[config.mk]
export PLATFORM = sky130hd
export DESIGN_NAME = errant_slave
export DESIGN_NICKNAME = d
export VERILOG_FILES = /design/src/rtl/errant_pkg.sv /design/src/rtl/errant_decode.sv /design/src/rtl/errant_xfer.sv /design/src/rtl/errant_irq.sv /design/src/rtl/errant_stretch.sv /design/src/rtl/errant_slave.sv
export SDC_FILE = /design/constraint.sdc
export NUM_CORES = 1
export LEC_CHECK = 0
export BUFFER_PORTS_ARGS = -buffer_cell sky130_fd_sc_hd__buf_2
export CORE_UTILIZATION = 45
export DETAILED_ROUTE_END_ITERATION = 6
export PLACE_DENSITY_LB_ADDON = 0.3
export SLEW_MARGIN = 30
export SYNTH_ARGS = -nofsm -noshare
export SYNTH_HDL_FRONTEND = slang
export SYNTH_HIERARCHICAL = 1
export SYNTH_SLANG_ARGS = --single-unit
[constraint.sdc]
create_clock -name clk_i -period 4.4 [get_ports clk_i]
set_input_delay 0.88 -clock clk_i [delete_from_list [all_inputs] [get_ports clk_i]]
set_output_delay 0.88 -clock clk_i [all_outputs]
set_load 0.03 [all_outputs]
[src/rtl/errant_pkg.sv]
package errant_pkg;

  typedef enum logic [2:0] {
    ERR_HANG    = 3'd0,
    ERR_PATTERN = 3'd1,
    ERR_BUSERR  = 3'd2,
    ERR_IRQ     = 3'd3,
    ERR_RESET   = 3'd4
  } err_mode_e;

  typedef enum logic [1:0] {
    CLS_ERRANT = 2'd0,
    CLS_STATUS = 2'd1,
    CLS_CLEAR  = 2'd2
  } addr_cls_e;

  localparam logic [1:0] RESP_OKAY   = 2'b00;
  localparam logic [1:0] RESP_DECERR = 2'b11;

endpackage

[src/rtl/errant_decode.sv]
module errant_decode
  import errant_pkg::*;
#(
  parameter int unsigned        ADDR_W   = 16,
  parameter logic [ADDR_W-1:0]  OWN_BASE = '0
) (
  input  logic [ADDR_W-1:0] address_i,
  output addr_cls_e         cls_o
);

  localparam logic [ADDR_W-1:0] CLR_ADDR = OWN_BASE + ADDR_W'(1);

  always_comb begin
    if (address_i == OWN_BASE)      cls_o = CLS_STATUS;
    else if (address_i == CLR_ADDR) cls_o = CLS_CLEAR;
    else                            cls_o = CLS_ERRANT;
  end

endmodule

[src/rtl/errant_xfer.sv]
module errant_xfer
  import errant_pkg::*;
#(
  parameter err_mode_e MODE = ERR_IRQ
) (
  input  logic clk_i,
  input  logic rst_ni,
  input  logic req_i,
  input  logic errant_i,
  output logic wait_o,
  output logic first_o,
  output logic done_o
);

  localparam logic HANG_MODE = (MODE == ERR_HANG);

  logic done_q;
  logic stall;

  // errant access in hang mode never completes
  assign stall = HANG_MODE & errant_i;

  always_ff @(posedge clk_i or negedge rst_ni) begin
    if (!rst_ni) done_q <= 1'b0;
    else         done_q <= req_i & ~done_q & ~stall;
  end

  assign wait_o  = req_i & ~done_q;
  assign first_o = req_i & ~done_q;
  assign done_o  = req_i & done_q;

endmodule

[src/rtl/errant_irq.sv]
module errant_irq (
  input  logic clk_i,
  input  logic rst_ni,
  input  logic set_i,
  input  logic clr_i,
  output logic irq_o
);

  logic irq_q;

  // set wins over clear
  always_ff @(posedge clk_i or negedge rst_ni) begin
    if (!rst_ni) irq_q <= 1'b0;
    else         irq_q <= set_i | (irq_q & ~clr_i);
  end

  assign irq_o = irq_q;

endmodule

[src/rtl/errant_stretch.sv]
module errant_stretch #(
  parameter int unsigned MIN_W = 16
) (
  input  logic clk_i,
  input  logic rst_ni,
  input  logic trig_i,
  output logic pulse_o
);

  localparam int unsigned CW = $clog2(MIN_W + 1);

  logic [CW-1:0] cnt_q;

  always_ff @(posedge clk_i or negedge rst_ni) begin
    if (!rst_ni)              cnt_q <= '0;
    else if (trig_i)          cnt_q <= CW'(MIN_W);
    else if (cnt_q != '0)     cnt_q <= cnt_q - CW'(1);
  end

  assign pulse_o = (cnt_q != '0);

endmodule

[src/rtl/errant_slave.sv]
module errant_slave
  import errant_pkg::*;
#(
  parameter int unsigned       ADDR_W    = 16,
  parameter int unsigned       DATA_W    = 32,
  parameter err_mode_e         MODE      = ERR_IRQ,
  parameter logic [DATA_W-1:0] PATTERN   = 32'hDEAD_C0DE,
  parameter logic [ADDR_W-1:0] OWN_BASE  = '0,
  parameter int unsigned       RST_MIN_W = 16
) (
  input  logic              clk_i,
  input  logic              rst_ni,
  input  logic [ADDR_W-1:0] address_i,
  input  logic              read_i,
  input  logic              write_i,
  input  logic [DATA_W-1:0] writedata_i,
  output logic [DATA_W-1:0] readdata_o,
  output logic              waitrequest_o,
  output logic [1:0]        response_o,
  output logic              irq_o,
  output logic              rst_req_o
);

  localparam logic IRQ_MODE = (MODE == ERR_IRQ);
  localparam logic RST_MODE = (MODE == ERR_RESET);
  localparam logic PAT_MODE = (MODE == ERR_PATTERN);
  localparam logic ERR_MODE = (MODE == ERR_BUSERR);

  addr_cls_e         cls;
  logic              errant;
  logic              req;
  logic              first;
  logic              done;
  logic              err_start;
  logic              clr_hit;
  logic [ADDR_W-1:0] cap_q;
  logic [DATA_W-1:0] rd_mux;
  logic              unused_wdata;

  assign req = read_i | write_i;

  errant_decode #(
    .ADDR_W  (ADDR_W),
    .OWN_BASE(OWN_BASE)
  ) u_decode (
    .address_i(address_i),
    .cls_o    (cls)
  );

  assign errant = (cls == CLS_ERRANT);

  errant_xfer #(
    .MODE(MODE)
  ) u_xfer (
    .clk_i   (clk_i),
    .rst_ni  (rst_ni),
    .req_i   (req),
    .errant_i(errant),
    .wait_o  (waitrequest_o),
    .first_o (first),
    .done_o  (done)
  );

  assign err_start = first & errant;
  assign clr_hit   = done & write_i & (cls == CLS_CLEAR) & writedata_i[0];

  always_ff @(posedge clk_i or negedge rst_ni) begin
    if (!rst_ni)        cap_q <= '0;
    else if (err_start) cap_q <= address_i;
  end

  errant_irq u_irq (
    .clk_i (clk_i),
    .rst_ni(rst_ni),
    .set_i (IRQ_MODE & err_start),
    .clr_i (clr_hit),
    .irq_o (irq_o)
  );

  errant_stretch #(
    .MIN_W(RST_MIN_W)
  ) u_stretch (
    .clk_i  (clk_i),
    .rst_ni (rst_ni),
    .trig_i (RST_MODE & err_start),
    .pulse_o(rst_req_o)
  );

  always_comb begin
    unique case (cls)
      CLS_STATUS: rd_mux = DATA_W'(cap_q);
      CLS_CLEAR:  rd_mux = DATA_W'(irq_o);
      default:    rd_mux = PAT_MODE ? PATTERN : '0;
    endcase
  end

  assign readdata_o   = (done & read_i) ? rd_mux : '0;
  assign response_o   = (done & errant & ERR_MODE) ? RESP_DECERR : RESP_OKAY;
  assign unused_wdata = ^writedata_i[DATA_W-1:1];

endmodule

==> results.env <==
STATUS='finished with violations'
FAILED_CHECKS='DRC'
FINAL_CELL_AREA_SQ_MM=0.00154
DRT_WL_TOTAL_UM=2390
ANTENNA_VIOLATING_NETS_LEFT=0
GRT_ANTENNA_BEFORE_REPAIR=0
SYNTH_EDF_COUNT=0
SYNTH.CELL_AREA_SQ_MM=0.00137
YOSYSSEQAREASHARE_PCT=41.9
CTS-RESIZED-GATES=0
NUMCTSBUFFERS=3
FLOORPLAN.DIE.HEIGHT_UM=57.2
MAX_FREQ_MHz=253
SLEW_HEADROOM_PCT=65.7
CTS.HTREE.LEVELS=1
INSERTION_DELAY_NS=0.32
FINAL_NETS=220
REG2REG_SLACK_NS=2.84
YOSYSUNIQUECELLTYPES=34
HP-CLASS='input port to asynchronous set/reset pin'
DRT_FIRST_ITER_VIOLATIONS=24
YOSYS_WARNINGS=6
PLACE_HPWL_UM=1890
DETAILEDROUTE.FIRSTPASSITERATIONCOUNT=7
SETUP_VIOLATIONS=0
FINAL_CRITICAL_PATH_SETUP_SLACK_NS=0.447
FLOORPLAN.DIE_AREA_SQ_MM=0.00328
CLKSLEWWORSTSETUPHOLDPATHS_NS=0.14
FIRST_GLOBAL_VIAS=972
LAYOUT_WORST_PATH_CYCLE_SHARE_PCT=89.8
SYNTH_TOP_AREA_CELL='dfrtp_1'
IR_DROP_mV=0.224
POST_CTS_HOLD_BUFFER_COUNT=0
DRC=8
CTS_SETUP_BUFFERS=0
COREAREA_SQ_MM=0.00283
FIN_SETUP_TNS_NS=0
PLACE.PORT_BUFFERS=39
GR-TOTAL-OVERFLOW=0
LEAKAGE_nW=0.803
CLOCKROOTBUFFER='clkbuf_4'
POWER.DENSITY_CELL_AREA_mW_PER_MM2=375
SYNTHDOMINANTCELLAREASHARE_PCT=41.9
PLACE_WORST_SETUP_SLACK_NS=0.416
POST_SYNTH_MAIN_AREA_CONTRIBUTORS='dfrtp_1, buf_4, mux2_4, and2_1, mux2_2'
ROWS=19
ASYNCSETRESETFLOPFRACSYNTH_PCT=100
TIMING.RR.END='u_stretch/cnt_q[0]'
CP-STARTPOINT='address_i[11]'
GLOBAL_ROUTE_WIRE_LENGTH_BEFORE_REPAIR_UM=4190
CP_MAX_FO=15
WORST_CLOCK_SKEW_NS=0.00723
FINALCRITICALPERIOD_NS=3.95
MAIN_SYNTH_FF_TYPE='dfrtp_1'
PLACED_CELL_AREA_SQ_MM=0.00151
ANTENNA_CELLS_INSERTED=0
WORST_SLEW_PIN_SLEW_NS=0.514
CTS_TREE='done'
GRT_SETUP_UNREPAIRED='false'
WORST_EP_REQUIRED_TIME_NS=3.52
CLOCKBUFFERDEPTH=2
DIE_W_UM=57.2
WL_PER_CELL_UM=12.3
TOTAL_POWER_mW=0.577
INITIAL_CORE_UTIL_PCT=48.5
YOSYS_REGISTER_BITS=23
WORST_EP_ARRIVAL_TIME_NS=3.07
VIA_COUNT=934
NETLIST_INSTANCES=120
CAP_VIOL_MAX_COUNT=0
SYNTHESIS.AREA_PER_INSTANCE_SQ_UM=11.4
GRT_MAX_DEGREE=24
COMMONEST_CELLS_IN_THE_NETLIST='dfrtp_1, buf_4, and2_1'
FLOORPLAN.IO_PINS=89
FF2FF_PATH_DEPTH=5
CLOCK_SINKS=23
AREA_GROWTH_SYN_TO_LAYOUT_PCT=12.2
GR-USAGE-ALL-LAYERS_PCT=16.7
VIAS_PER_CELL=4.81
TIMING.FINAL.MAX_SLEW_VIOLATIONS=0
WORSTSETUPSTARTPOINTTYPE='input port'
LAYOUT-DRIVE-GT1-SHARE_PCT=40.5
POST-SYNTH-TOP-COUNT-CELL='dfrtp_1'
TIMING_WORST_SETUP_PATH_TYPE='input port to output pin'
FINALHOLDVIOLCOUNT=0
WORSTSETUPENDPOINTTYPE='output pin'
FINAL_REPLACE_WEIGHTED_CONGESTION=0.787
REG2REG_LAUNCH_POINT='u_stretch/cnt_q[0]'
-- stage by stage --
step,utilization [%],instances,hold WS (ns)
2_1_floorplan,-,142,0.470
3_3_place_gp,53.4,190,0.479
3_5_place_dp,53.4,190,0.486
4_1_cts,54.4,194,0.518
5_1_grt,54.4,194,0.529
6_report,54.4,194,0.505
-- cells in the final DEF, fill, tap and decap left out, types with 2 or more instances in the layout --
cell	synthesis	layout
a21o_1	2	2
a21oi_1	2	2
and2_1	15	15
buf_2	0	39
clkbuf_4	0	3
conb_1	1	23
dfrtp_1	23	23
ha_1	4	4
inv_1	7	7
mux2_2	7	7
mux2_4	9	9
nand2_1	2	2
nor2_1	4	4
nor4_1	2	2
or4_1	3	3
-- critical path, stage by stage --
cell	delay, ns
buf_2	0.10
or4_1	0.56
nor4_1	0.45
ha_1	0.24
and3_1	0.43
and2_1	0.20
buf_2	0.20
-- state kept, by name, summed over array words and instances (netlist names) --
name,flops
cap_q,16
u_stretch/cnt_q,5
u_irq/irq_o,1
u_xfer/done_q,1
-- cell families after synthesis --
logic type               synth area share (%)
AND/OR/NAND/NOR                          19.1
buffers and inverters                    15.0
flip-flops                               41.9
multiplexers                             15.6
AO/OA/AOI/OAI                            3.92
adder cells (fa/ha/maj)                  3.65
other                                   0.273
XOR/XNOR                                0.638
-- power breakdown --
| group | internal, mW | switching, mW | leakage, nW | total (mW) |
|---|---|---|---|---|
| Combinational | 0.0904 | 0.0931 | 0.520 | 0.183 |
| Clock | 0.0347 | 0.0683 | 0.0139 | 0.103 |
| Sequential | 0.259 | 0.0317 | 0.269 | 0.291 |
-- how the worst max path moves through the flow --
stage / endpoint / depth (start not counted)
5_1_grt: readdata_o[1] / 7
3_5_place_dp: readdata_o[2] / 7
3_3_place_gp: readdata_o[2] / 7
2_1_floorplan: readdata_o[10] / 6
4_1_cts: readdata_o[10] / 7
6_report: readdata_o[2] / 7
-- cell type report --
class,count,area [sq um]
Fill cell,257,1290
Multi-Input combinational cell,90,674
Sequential cell,23,576
Timing Repair Buffer,39,195
Tap cell,31,38.8
Inverter,7,26.3
Clock buffer,3,22.5
Clock inverter,1,7.51
-- layer usage --
metal | GRT usage, % | vias to the layer above | part of all wire, %
li1 | - | 447 | -
met1 | 19.8 | 434 | 40
met2 | 29.6 | 45 | 52
met3 | 2.49 | 8 | 5.4
met4 | 8.01 | 0 | 2.6
met5 | 0 | - | 0
No activity file was read; power rests on OpenSTA's default activity.
